[config.mk]
export PLATFORM = sky130hd
export DESIGN_NAME = cc_timer_status
export DESIGN_NICKNAME = d
export VERILOG_FILES = /design/src/rtl/cct_pkg.sv /design/src/rtl/cct_counter.sv /design/src/rtl/cct_capture.sv /design/src/rtl/cct_flags.sv /design/src/rtl/cc_timer_status.sv
export SDC_FILE = /design/constraint.sdc
export NUM_CORES = 1
export LEC_CHECK = 0
export ABC_CLOCK_PERIOD_IN_PS = 3000
export BUFFER_PORTS_ARGS = -buffer_cell sky130_fd_sc_hd__buf_2
export CAP_MARGIN = 20
export CORE_MARGIN = 10
export CORE_UTILIZATION = 58
export DETAILED_ROUTE_END_ITERATION = 10
export PLACE_DENSITY = 0.83
export SLEW_MARGIN = 20
export SYNTH_ARGS = -nofsm -noshare
export SYNTH_HDL_FRONTEND = slang
export SYNTH_SLANG_ARGS = --single-unit
[constraint.sdc]
create_clock -name clk_i -period 3 [get_ports clk_i]
set_input_delay 0.3 -clock clk_i [delete_from_list [all_inputs] [get_ports clk_i]]
set_output_delay 0.3 -clock clk_i [all_outputs]
set_load 0.02 [all_outputs]
[src/rtl/cct_pkg.sv]
package cct_pkg;
  localparam int CNT_W = 16;
  localparam int NFLAG = 5;

  localparam logic [3:0] A_CNT_H  = 4'h0;
  localparam logic [3:0] A_CNT_L  = 4'h1;
  localparam logic [3:0] A_ACNT_H = 4'h2;
  localparam logic [3:0] A_ACNT_L = 4'h3;
  localparam logic [3:0] A_CMP1_H = 4'h4;
  localparam logic [3:0] A_CMP1_L = 4'h5;
  localparam logic [3:0] A_CMP2_H = 4'h6;
  localparam logic [3:0] A_CMP2_L = 4'h7;
  localparam logic [3:0] A_CAP1_H = 4'h8;
  localparam logic [3:0] A_CAP1_L = 4'h9;
  localparam logic [3:0] A_CAP2_H = 4'hA;
  localparam logic [3:0] A_CAP2_L = 4'hB;
  localparam logic [3:0] A_STAT   = 4'hC;

  // flag vector index; status byte = {flags, dis, 2'b00}
  localparam int F_CMP2 = 0;
  localparam int F_CAP2 = 1;
  localparam int F_OVF  = 2;
  localparam int F_CMP1 = 3;
  localparam int F_CAP1 = 4;
endpackage

[src/rtl/cct_counter.sv]
module cct_counter #(
  parameter int W = 16,
  parameter int DIV = 4,
  parameter logic [W-1:0] LOAD_VAL = 16'hFFFC
) (
  input  logic         clk_i,
  input  logic         rst_ni,
  input  logic         en_i,
  input  logic         load_i,
  output logic [W-1:0] cnt_o,
  output logic [W-1:0] cnt_nxt_o,
  output logic         tick_o,
  output logic         wrap_o
);
  localparam int PW = (DIV > 1) ? $clog2(DIV) : 1;
  localparam logic [PW-1:0] PMAX = PW'(DIV - 1);

  logic [PW-1:0] pre_q;
  logic [W-1:0]  cnt_q;

  assign tick_o    = en_i && (pre_q == PMAX);
  assign cnt_nxt_o = cnt_q + 1'b1;
  assign wrap_o    = tick_o && (&cnt_q);
  assign cnt_o     = cnt_q;

  always_ff @(posedge clk_i or negedge rst_ni) begin
    if (!rst_ni) begin
      pre_q <= '0;
      cnt_q <= LOAD_VAL;
    end else if (load_i) begin
      pre_q <= '0;
      cnt_q <= LOAD_VAL;
    end else if (en_i) begin
      pre_q <= tick_o ? '0 : pre_q + 1'b1;
      if (tick_o) cnt_q <= cnt_nxt_o;
    end
  end

  p_frozen_r8: assert property (@(posedge clk_i) disable iff (!rst_ni)
    (!$past(en_i) && !$past(load_i)) |-> (cnt_q == $past(cnt_q)));
endmodule

[src/rtl/cct_capture.sv]
module cct_capture #(
  parameter int W = 16
) (
  input  logic         clk_i,
  input  logic         rst_ni,
  input  logic         pin_i,
  input  logic [W-1:0] cnt_i,
  output logic         evt_o,
  output logic [W-1:0] cap_o
);
  logic [2:0] sync_q;

  always_ff @(posedge clk_i or negedge rst_ni) begin
    if (!rst_ni) sync_q <= '0;
    else         sync_q <= {sync_q[1:0], pin_i};
  end

  assign evt_o = sync_q[1] && !sync_q[2];

  // capture value is undefined at reset
  always_ff @(posedge clk_i) begin
    if (evt_o) cap_o <= cnt_i;
  end
endmodule

[src/rtl/cct_flags.sv]
module cct_flags #(
  parameter int N = 5
) (
  input  logic         clk_i,
  input  logic         rst_ni,
  input  logic [N-1:0] set_i,
  input  logic         arm_i,
  input  logic [N-1:0] acc_i,
  output logic [N-1:0] flags_o
);
  logic [N-1:0] flags_q, armed_q, clr;

  assign clr     = armed_q & acc_i;
  assign flags_o = flags_q;

  always_ff @(posedge clk_i or negedge rst_ni) begin
    if (!rst_ni) begin
      flags_q <= '0;
      armed_q <= '0;
    end else begin
      flags_q <= set_i | (flags_q & ~clr);
      if (arm_i) armed_q <= flags_q;
      else       armed_q <= armed_q & ~clr;
    end
  end

  for (genvar k = 0; k < N; k++) begin : g_chk
    p_two_step_r5: assert property (@(posedge clk_i) disable iff (!rst_ni)
      $fell(flags_q[k]) |-> ($past(armed_q[k]) && $past(acc_i[k])));
  end
endmodule

[src/rtl/cc_timer_status.sv]
module cc_timer_status
  import cct_pkg::*;
#(
  parameter int PRESC_DIV = 4,
  parameter logic [CNT_W-1:0] LOAD_VAL = 16'hFFFC
) (
  input  logic       clk_i,
  input  logic       rst_ni,
  input  logic [3:0] addr_i,
  input  logic       rd_i,
  input  logic       wr_i,
  input  logic [7:0] wdata_i,
  output logic [7:0] rdata_o,
  input  logic [1:0] icap_i,
  output logic [1:0] ocmp_o,
  output logic       irq_o
);
  logic [CNT_W-1:0] cnt, cnt_nxt;
  logic             tick, wrap, load, dis_q;
  logic [CNT_W-1:0] cmp_q [2];
  logic [CNT_W-1:0] cap   [2];
  logic [1:0]       cap_evt, match, tog_q;
  logic [NFLAG-1:0] flags, fset, facc;
  logic [7:0]       lo_buf_q;
  logic             lo_vld_q;

  wire acc = rd_i | wr_i;
  assign load = wr_i && (addr_i == A_CNT_L || addr_i == A_ACNT_L);

  cct_counter #(.W(CNT_W), .DIV(PRESC_DIV), .LOAD_VAL(LOAD_VAL)) u_cnt (
    .clk_i, .rst_ni, .en_i(!dis_q), .load_i(load),
    .cnt_o(cnt), .cnt_nxt_o(cnt_nxt), .tick_o(tick), .wrap_o(wrap)
  );

  for (genvar k = 0; k < 2; k++) begin : g_ch
    cct_capture #(.W(CNT_W)) u_cap (
      .clk_i, .rst_ni, .pin_i(icap_i[k]), .cnt_i(cnt),
      .evt_o(cap_evt[k]), .cap_o(cap[k])
    );
    assign match[k] = tick && !load && (cnt_nxt == cmp_q[k]);
  end

  assign fset[F_CMP1] = match[0];
  assign fset[F_CMP2] = match[1];
  assign fset[F_OVF]  = wrap && !load;
  assign fset[F_CAP1] = cap_evt[0];
  assign fset[F_CAP2] = cap_evt[1];

  assign facc[F_CMP1] = acc && addr_i == A_CMP1_L;
  assign facc[F_CMP2] = acc && addr_i == A_CMP2_L;
  assign facc[F_OVF]  = acc && addr_i == A_CNT_L;
  assign facc[F_CAP1] = acc && addr_i == A_CAP1_L;
  assign facc[F_CAP2] = acc && addr_i == A_CAP2_L;

  cct_flags #(.N(NFLAG)) u_flags (
    .clk_i, .rst_ni, .set_i(fset), .arm_i(rd_i && addr_i == A_STAT),
    .acc_i(facc), .flags_o(flags)
  );

  always_ff @(posedge clk_i or negedge rst_ni) begin
    if (!rst_ni) begin
      dis_q    <= 1'b0;
      cmp_q[0] <= '1;
      cmp_q[1] <= '1;
      tog_q    <= '0;
      lo_buf_q <= '0;
      lo_vld_q <= 1'b0;
    end else begin
      tog_q <= tog_q ^ match;
      if (wr_i) begin
        case (addr_i)
          A_STAT:   dis_q          <= wdata_i[2];
          A_CMP1_H: cmp_q[0][15:8] <= wdata_i;
          A_CMP1_L: cmp_q[0][7:0]  <= wdata_i;
          A_CMP2_H: cmp_q[1][15:8] <= wdata_i;
          A_CMP2_L: cmp_q[1][7:0]  <= wdata_i;
          default: ;
        endcase
      end
      if (rd_i && (addr_i == A_CNT_H || addr_i == A_ACNT_H)) begin
        lo_buf_q <= cnt[7:0];
        lo_vld_q <= 1'b1;
      end else if (rd_i && (addr_i == A_CNT_L || addr_i == A_ACNT_L)) begin
        lo_vld_q <= 1'b0;
      end
    end
  end

  always_comb begin
    case (addr_i)
      A_CNT_H, A_ACNT_H: rdata_o = cnt[15:8];
      A_CNT_L, A_ACNT_L: rdata_o = lo_vld_q ? lo_buf_q : cnt[7:0];
      A_CMP1_H:          rdata_o = cmp_q[0][15:8];
      A_CMP1_L:          rdata_o = cmp_q[0][7:0];
      A_CMP2_H:          rdata_o = cmp_q[1][15:8];
      A_CMP2_L:          rdata_o = cmp_q[1][7:0];
      A_CAP1_H:          rdata_o = cap[0][15:8];
      A_CAP1_L:          rdata_o = cap[0][7:0];
      A_CAP2_H:          rdata_o = cap[1][15:8];
      A_CAP2_L:          rdata_o = cap[1][7:0];
      A_STAT:            rdata_o = {flags, dis_q, 2'b00};
      default:           rdata_o = 8'h00;
    endcase
  end

  assign ocmp_o = dis_q ? 2'b00 : tog_q;
  assign irq_o  = |flags;

  p_ovf_at_wrap_r3: assert property (@(posedge clk_i) disable iff (!rst_ni)
    $rose(flags[F_OVF]) |-> ($past(cnt) == 16'hFFFF));
  p_cmp1_hit_r1: assert property (@(posedge clk_i) disable iff (!rst_ni)
    $rose(flags[F_CMP1]) |-> (cnt == $past(cmp_q[0])));
  p_cmp2_hit_r2: assert property (@(posedge clk_i) disable iff (!rst_ni)
    $rose(flags[F_CMP2]) |-> (cnt == $past(cmp_q[1])));
  p_pins_quiet_r8: assert property (@(posedge clk_i) disable iff (!rst_ni)
    $past(dis_q) |-> $stable(tog_q));
endmodule

==> flow_summary.json, run 1 <==
{
  "port_buffers": 28,
  "crit_chain": "nand2_2 -> nor4_1 -> xor2_1 -> xnor2_1 -> nand4_1 -> a2111oi_4 -> xor2_1",
  "p_per_area_nw_per_um2": 853.4,
  "setup_ws_ps": 222.4,
  "maxSlewViolCount": 0,
  "ioPinCount": 29,
  "ir_drop_v": 0.0005749,
  "skew_ps": 16.07,
  "ys_seq_area_share_pct": 49.83,
  "antenna_found_initial": 0,
  "syn_area_per_cell_sq_um": 11.12,
  "hp-class": "input pin to flip-flop",
  "path_clk_slew_ps": 100,
  "final_nets": 592,
  "drc": 0,
  "die_width_um": 121.4,
  "grt_pass1_wl_mm": 28.39,
  "synth_area_leaders": "dfstp_2 (20%), edfxtp_1 (16%), dfrtp_1 (13%)",
  "die_h_um": 121.4,
  "clock_tree.root_cell": "clkbuf_8",
  "antennaDiodeCount": 0,
  "startpoint": "u_cnt.cnt_o[4]$_DFFE_PN1P_",
  "internal_power_uw": 3273,
  "htreeDepth": 3,
  "cts_buffers": 9,
  "grt_pass1_vias": 4745,
  "synth_top_area_share_pct": 20.28,
  "row_count": 36,
  "power_frac_comb_pct": 38.3,
  "synth_cell_types": 69,
  "yosysTopAreaCell": "dfstp_2",
  "wl_per_cell_um": 26.17,
  "cts.sinks": 110,
  "postSynthCellCount": 536,
  "die_area_sq_um": 14730,
  "route.met3.wl_mm": 1.678,
  "synth_area_sq_um": 5961,
  "synth_nets": 556,
  "cts_tree": "yes",
  "area_delta_synth_final_pct": 9.110,
  "final_layout_size_suffix_gt1_share_pct": 30.33,
  "r2r_start": "u_cnt.cnt_o[4]$_DFFE_PN1P_",
  "critical_path_required_ps": 3330,
  "period_needed_ps": 2778,
  "hold_viol_final": 0,
  "synthFlopType": "dfstp_2",
  "maxSlewHeadroom_pct": 35.02,
  "viasPerCell": 6.649,
  "grt_max_degree": 79,
  "drt_iter0_drc": 729,
  "postSynth.asyncResetShare_pct": 70.91,
  "cpPeakStageDelay_ps": 730,
  "cap_violations": 0,
  "ant_nets": 0,
  "hp-start": "icap_i[0]",
  "pwr-share-clk_pct": 14.7,
  "ys_seq_elements": 110,
  "layout_commonest_cell": "dfstp_2",
  "start_kind": "flip-flop",
  "path_delay_family": "simple AND/OR/NAND/NOR gates",
  "period_share_pct": 92.59,
  "clock_latency_ps": 410,
  "seq_power_share_pct": 47.0,
  "layout_common_cells": "dfstp_2 (46), mux2_2 (43), nand2_1 (42)",
  "core-area_sq_um": 9910,
  "post-route-cell-area_sq_um": 6504,
  "switching_power_uw": 2277,
  "crit_buf_inv": 0,
  "worstPathArrival_ps": 3110,
  "placed_area_sq_um": 6326,
  "p_leak_uw": 0.002509,
  "vias": 4721,
  "clock.fmax_ghz": 0.3600,
  "track_usage_pct": 25.85,
  "top_layer": "met4",
  "grt_overflow": 0,
  "slowest_stage": "dfstp_2",
  "wl_met1_mm": 7.487,
  "grt_setup_unrepaired": "false",
  "routed-wl-met2_mm": 8.830,
  "first_pass_iters": 7,
  "post-route-util_pct": 65.63,
  "clock_path_buffers": 2,
  "path_class": "flip-flop to flip-flop",
  "synth_edf_count": 32,
  "worstPathMaxFanout": 15,
  "gp_congestion": 0.9814,
  "setup_viol": 0,
  "end_kind": "flip-flop",
  "p_sw_share_pct": 41.03,
  "dpl.hpwl_mm": 13.67,
  "start_util_pct": 60.15,
  "yosys_warnings": 0,
  "tightest_slew_ps": 974.7,
  "setup-tns-final_ps": 0,
  "cts_setup_buffers": 0,
  "preCtsSetupSlack_ps": 293.1,
  "wl_mm": 18.58,
  "crit_top_cell": "xor2_1",
  "regToRegSetupSlack_ps": 220,
  "status": "finished, final reports clean"
}
[sequential cells by signal, summed over array words and instances, names as in the netlist]
name,flops
u_flags.armed_q,5
dis_q,1
g_ch.u_cap.sync_q,6
u_cnt.pre_q,2
cmp_q,32
lo_buf_q,8
u_cnt.cnt_o,16
tog_q,2
u_flags.flags_o,5
g_ch.u_cap.cap_o,32
lo_vld_q,1
[per-stage QoR]
step	hold WS, ps	total power, uW	instances
after floorplan	4.409	4027	536
after global placement	333.3	4678	693
after detailed placement	338.6	4708	693
after CTS	7.568	5517	710
after global routing	7.922	5842	710
final	17.98	5550	710
[repair_timing]
action                    in CTS  in global routing
resized for setup              0                  0
hold buffers                   1                  0
hold endpoints to repair       1                  0
[cells by family (layout without fill, tap and decap cells)]
family | after synthesis | after routing | synth area share [%]
fa+ha+maj | 2 | 2 | 0.4197
simple gates | 173 | 173 | 16.12
mux | 53 | 53 | 9.803
xor+xnor | 45 | 45 | 6.969
flops | 110 | 110 | 49.83
compound gates | 113 | 113 | 13.85
buf+inv | 40 | 81 | 3.002
[area by class of cell]
class / instances / area, sq um
flip-flops and latches: 110 / 2970
fillers: 785 / 3406
repair buffers: 55 / 347.8
well taps: 133 / 166.4
inverters: 10 / 37.54
multi-input cells: 386 / 2814
clock buffers: 12 / 135.1
clock inverters: 4 / 32.53
[path summary, 6_finish.rpt]
kind,end,cells after the start
min in group asynchronous,g_ch[1].u_cap.sync_q[2]$_DFF_PN0_,1
max in group asynchronous,dis_q$_DFFE_PN0P_,1
worst min register to register,g_ch[1].u_cap.sync_q[1]$_DFF_PN0_,0
worst min-delay path,g_ch[0].u_cap.sync_q[0]$_DFF_PN0_,1
worst max-delay path,tog_q[1]$_DFF_PN0_,7
worst max register to register,tog_q[1]$_DFF_PN0_,7
[Yosys cell counts, types with 2 or more instances]
cell type and count:
mux2i_1 10, o211ai_1 4, inv_1 10, nor4_1 5, nand2_1 42, nand2b_1 9
edfxtp_1 32, a2111oi_0 3, clkbuf_1 14, nand3_1 23, and3_1 11, nand4_1 7
mux2_2 43, o21a_1 2, or2_2 2, buf_1 2, a221oi_1 11, a32o_1 2
nand4_4 2, a22o_1 6, dfstp_2 46, buf_4 2, buf_2 11, ha_1 2
nand3b_1 2, a222oi_1 4, o21ai_0 22, nor3b_1 2, a211oi_1 2, a211o_1 2
o22ai_1 2, a21oi_1 22, dfrtp_1 32, a21o_1 6, xor2_1 18, a31oi_1 3
a22oi_1 6, nor2b_1 7, a32oi_1 6, nor3_1 12, or3_1 6, nor2_2 2
xnor2_1 25, nor2_1 29
[power groups by stage]
stage	clock (uW)	sequential [uW]	combinational [uW]
floorplan	0	2310	1720
global placement	0	2600	2080
finish	817	2610	2130
detailed placement	0	2610	2100
global route	882	2640	2320
CTS	822	2580	2110
[metal layers]
layer / global-route usage (%) / vias to the layer above
met2: 41.47 / 261
met4: 10.51 / 0
met1: 32.04 / 2361
li1: - / 2052
met3: 7.399 / 47
met5: 0 / -
Note: power is estimated with default switching activity, not from simulation.
==> inputs of run 2 (changes only) <==
Settings changed: MAX_ROUTING_LAYER set to met4, SLEW_MARGIN 20 to not set.
==> flow_summary.json, run 2 (same netlist as run 1, synthesis figures left out) <==
{
  "row_count": 36,
  "grt_max_degree": 79,
  "period_needed_ps": 2729,
  "worstPathMaxFanout": 17,
  "core-area_sq_um": 9910,
  "path_delay_family": "simple AND/OR/NAND/NOR gates",
  "antennaDiodeCount": 0,
  "period_share_pct": 90.97,
  "cts_setup_buffers": 0,
  "wl_per_cell_um": 26.19,
  "ioPinCount": 29,
  "switching_power_uw": 2303,
  "slowest_stage": "dfstp_2",
  "vias": 4761,
  "p_leak_uw": 0.002553,
  "grt_pass1_wl_mm": 28.74,
  "crit_chain": "nand4_4 -> nor4_1 -> xnor3_1 -> a21boi_0 -> nand4_1 -> nor3_2 -> xor2_1",
  "grt_setup_unrepaired": "false",
  "internal_power_uw": 3407,
  "hold_viol_final": 0,
  "pwr-share-clk_pct": 16.9,
  "setup_viol": 0,
  "path_class": "flip-flop to flip-flop",
  "setup-tns-final_ps": 0,
  "port_buffers": 28,
  "viasPerCell": 6.677,
  "grt_overflow": 0,
  "maxSlewHeadroom_pct": 33.53,
  "cap_violations": 0,
  "gp_congestion": 0.9549,
  "die_h_um": 121.4,
  "stdcell_count": 713,
  "final_nets": 595,
  "path_clk_slew_ps": 110,
  "p_sw_share_pct": 40.33,
  "cpPeakStageDelay_ps": 740,
  "area_delta_synth_final_pct": 10.16,
  "first_pass_iters": 8,
  "wl_mm": 18.68,
  "dpl.hpwl_mm": 13.72,
  "grt_pass1_vias": 4713,
  "worstPathArrival_ps": 3060,
  "clock.fmax_ghz": 0.3664,
  "seq_power_share_pct": 44.8,
  "placedCellCount": 696,
  "skew_ps": 18.02,
  "critical_path_required_ps": 3330,
  "cts_buffers": 9,
  "final_layout_size_suffix_gt1_share_pct": 31.03,
  "clock_tree.root_cell": "clkbuf_8",
  "regToRegSetupSlack_ps": 270,
  "start_kind": "flip-flop",
  "hp-class": "input pin to flip-flop",
  "layout_commonest_cell": "dfstp_2",
  "power_frac_comb_pct": 38.2,
  "end_kind": "flip-flop",
  "layout_common_cells": "dfstp_2 (46), mux2_2 (43), nand2_1 (42)",
  "p_per_area_nw_per_um2": 869.6,
  "die_area_sq_um": 14730,
  "crit_buf_inv": 0,
  "drc": 0,
  "ir_drop_v": 0.0005893,
  "track_usage_pct": 26.74,
  "status": "finished, final reports clean",
  "cts.sinks": 110,
  "cts_tree": "yes",
  "clock_path_buffers": 2,
  "ant_nets": 0,
  "tightest_slew_ps": 997.0,
  "htreeDepth": 3,
  "antenna_found_initial": 0,
  "die_width_um": 121.4,
  "maxSlewViolCount": 0,
  "drt_iter0_drc": 724,
  "start_util_pct": 60.15,
  "clock_latency_ps": 410
}
run 2: changes by cell type in the layout (fill, tap and decap cells not counted), moves of 2 or more:
cell / change
buf_4: +3
clkbuf_1: -2
clkinv_2: +2
clkinvlp_4: -2
run 2: metal layers:
| layer | GRT usage, % | vias up | routed length, um |
|---|---|---|---|
| met5 | - | - | 0 |
| met3 | 6.468 | 54 | 1801 |
| li1 | - | 2060 | - |
| met2 | 41.51 | 299 | 8737 |
| met4 | 10.66 | 0 | 713 |
| met1 | 32.94 | 2348 | 7423 |
run 2: power by group through the flow:
stage	Clock [uW]	Combinational, uW	Sequential, uW
2_1_floorplan	0	1720	2310
6_report	966	2180	2560
3_5_place_dp	0	2150	2580
5_1_grt	1030	2370	2600
4_1_cts	975	2160	2550
3_3_place_gp	0	2120	2560
run 2: area by class of cell:
type	instances	area, sq um
fill	780	3343
clock inverter	5	55.05
sequential	110	2970
clock buffer	11	152.6
multi-input combinational	386	2814
tap	133	166.4
inverter	10	37.54
timing repair buffer	58	370.4
run 2: worst reg2reg max path, delay by kind of cell (launching register included):
kind,cells,cell delay [ps]
AOI/OAI and AO/OA,1,240
DFF,1,740
xor gates and xnor gates,2,450
and+or+nand+nor,4,1220
run 2: path summary, 6_finish.rpt:
check,startpoint,end,cells after the start
max in group asynchronous,rst_ni,lo_buf_q[5]$_DFFE_PN0P_,1
max reg2reg,u_cnt.cnt_o[7]$_DFFE_PN1P_,tog_q[0]$_DFF_PN0_,7
max,u_cnt.cnt_o[7]$_DFFE_PN1P_,tog_q[0]$_DFF_PN0_,7
min,icap_i[1],g_ch[1].u_cap.sync_q[0]$_DFF_PN0_,1
min reg2reg,g_ch[1].u_cap.sync_q[0]$_DFF_PN0_,g_ch[1].u_cap.sync_q[1]$_DFF_PN0_,0
min in group asynchronous,rst_ni,g_ch[1].u_cap.sync_q[2]$_DFF_PN0_,1
run 2: repair_timing:
item                                    4_1_cts  5_1_grt
endpoints found under the setup margin        0        0
resized for setup                             0        0
hold buffers                                  1        0
endpoints found under the hold margin         1        0
run 2: metrics by stage:
stage	hold slack (ps)	utilization, %	setup WS, ps	area (sq um)	power, uW
global route	4.951	66.26	102.8	6566	5997
CTS	3.977	66.26	295.4	6566	5689
floorplan	4.409	-	679.0	5961	4027
global placement	332.3	64.07	345.3	6349	4681
finish	11.82	66.26	271.0	6566	5710
detailed placement	337.9	64.07	301.6	6349	4732
==> inputs of run 3 (changes only) <==
Settings changed: BUFFER_PORTS_ARGS -buffer_cell sky130_fd_sc_hd__buf_2 to -buffer_cell sky130_fd_sc_hd__clkbuf_2.
==> flow_summary.json, run 3 (same netlist as run 1, synthesis figures left out) <==
{
  "grt_pass1_vias": 4822,
  "cap_violations": 0,
  "setup_viol": 0,
  "grt_overflow": 0,
  "worstPathArrival_ps": 3000,
  "grt_max_degree": 79,
  "setup-tns-final_ps": 0,
  "cts_buffers": 9,
  "start_util_pct": 60.15,
  "gp_congestion": 1.005,
  "period_needed_ps": 2680,
  "die_area_sq_um": 14730,
  "track_usage_pct": 27.07,
  "layout_common_cells": "dfstp_2 (46), mux2_2 (43), nand2_1 (42)",
  "grt_setup_unrepaired": "false",
  "drt_iter0_drc": 751,
  "final_nets": 597,
  "ir_drop_v": 0.0009073,
  "htreeDepth": 3,
  "first_pass_iters": 5,
  "r2r_cells": 7,
  "port_buffers": 28,
  "post-route-cell-area_sq_um": 6608,
  "crit_path_end": "tog_q[1]$_DFF_PN0_",
  "clock_path_buffers": 2,
  "drc": 0,
  "wl_mm": 18.83,
  "reg2reg_to": "tog_q[1]$_DFF_PN0_",
  "cpPeakStageDelay_ps": 750,
  "path_clk_slew_ps": 100,
  "maxSlewHeadroom_pct": 31.45,
  "p_per_area_nw_per_um2": 869.5,
  "r2r_start": "u_cnt.cnt_o[7]$_DFFE_PN1P_",
  "dpl.hpwl_mm": 13.63,
  "maxSlewViolCount": 0,
  "area_delta_synth_final_pct": 10.85,
  "path_class": "flip-flop to flip-flop",
  "startpoint": "u_cnt.cnt_o[7]$_DFFE_PN1P_",
  "skew_ps": 10.10,
  "viasPerCell": 6.698,
  "clock_latency_ps": 400,
  "slowest_stage": "dfstp_2",
  "period_share_pct": 89.32,
  "power_uw": 5745,
  "hp-class": "input pin to asynchronous set/reset pin",
  "grt_pass1_wl_mm": 29.09,
  "post-route-util_pct": 66.68,
  "end_kind": "flip-flop",
  "status": "finished, final reports clean",
  "holdWs_ps": 28.63,
  "path_delay_family": "simple AND/OR/NAND/NOR gates",
  "die_width_um": 121.4,
  "antennaDiodeCount": 0,
  "final_layout_size_suffix_gt1_share_pct": 31.27,
  "ant_nets": 0,
  "start_kind": "flip-flop",
  "worstPathMaxFanout": 17,
  "layout_commonest_cell": "dfstp_2",
  "cts_tree": "yes",
  "clock.fmax_ghz": 0.3732,
  "wl_per_cell_um": 26.33,
  "crit_buf_inv": 0,
  "tightest_slew_ps": 1028,
  "worst-path-stages": 7,
  "p_leak_uw": 0.002573,
  "crit_top_cell": "xor2_1",
  "placed_area_sq_um": 6356,
  "hold_viol_final": 0,
  "die_h_um": 121.4,
  "row_count": 36,
  "ioPinCount": 29,
  "cts.sinks": 110,
  "clock_tree.root_cell": "clkbuf_8",
  "core-area_sq_um": 9910,
  "regToRegSetupSlack_ps": 320,
  "critical_path_required_ps": 3320,
  "crit_chain": "nand4_4 -> nor4_1 -> xor2_1 -> xnor2_1 -> nand4_1 -> a2111oi_4 -> xor2_1",
  "vias": 4789,
  "antenna_found_initial": 0
}
-- run 3: changes by cell type in the layout (fill, tap and decap cells not counted), sizes merged --
| cell | before | now |
|---|---|---|
| buf | 57 | 31 |
| clkbuf | 11 | 37 |
| bufinv | 1 | 2 |
| clkinvlp | 0 | 1 |
| dlygate4sd3 | 1 | 2 |
| inv | 11 | 10 |
-- run 3: worst min path at each step --
stage	start	endpoint	slack (ps)	cells past startpoint
3_3_place_gp	g_ch[0].u_cap.sync_q[0]$_DFF_PN0_	g_ch[0].u_cap.sync_q[1]$_DFF_PN0_	330	0
4_1_cts	rst_ni	g_ch[1].u_cap.sync_q[2]$_DFF_PN0_	90	1
5_1_grt	rst_ni	g_ch[1].u_cap.sync_q[2]$_DFF_PN0_	110	1
2_1_floorplan	rst_ni	dis_q$_DFFE_PN0P_	4	0
3_5_place_dp	g_ch[1].u_cap.sync_q[0]$_DFF_PN0_	g_ch[1].u_cap.sync_q[1]$_DFF_PN0_	340	0
6_report	rst_ni	g_ch[1].u_cap.sync_q[2]$_DFF_PN0_	30	1
-- run 3: power breakdown --
group	switching [uW]	total (uW)	internal [uW]	leakage [uW]
registers	469	2540	2070	0.00112
logic	1290	2190	897	0.00134
clock network	503	1020	516	0.000117
total	2260	5750	3480	0.00257
-- run 3: final cells by class --
cell class	instances	area [sq um]
Timing Repair Buffer	60	387.9
Tap cell	133	166.4
Fill cell	807	3302
Inverter	10	37.54
Sequential cell	110	2970
Clock buffer	10	148.9
Clock inverter	6	82.58
Multi-Input combinational cell	386	2814
-- run 3: repair_timing --
item | in CTS | in global routing
resized for setup | 0 | 0
setup buffers | 0 | 0
hold endpoints to repair | 2 | 0
hold buffers | 2 | 0
-- run 3: metal layers --
metal	wire length [um]	global-route usage (%)
met5	0	-
met4	841	12.22
met3	1870	7.445
met2	8545	40.70
met1	7571	33.35
-- run 3: metrics by stage --
step,worst slack (ps),instances
after detailed placement,396.8,697
after CTS,372.4,715
after global routing,116.4,715
after floorplan,679.0,536
after global placement,455.3,697
final,320.3,715
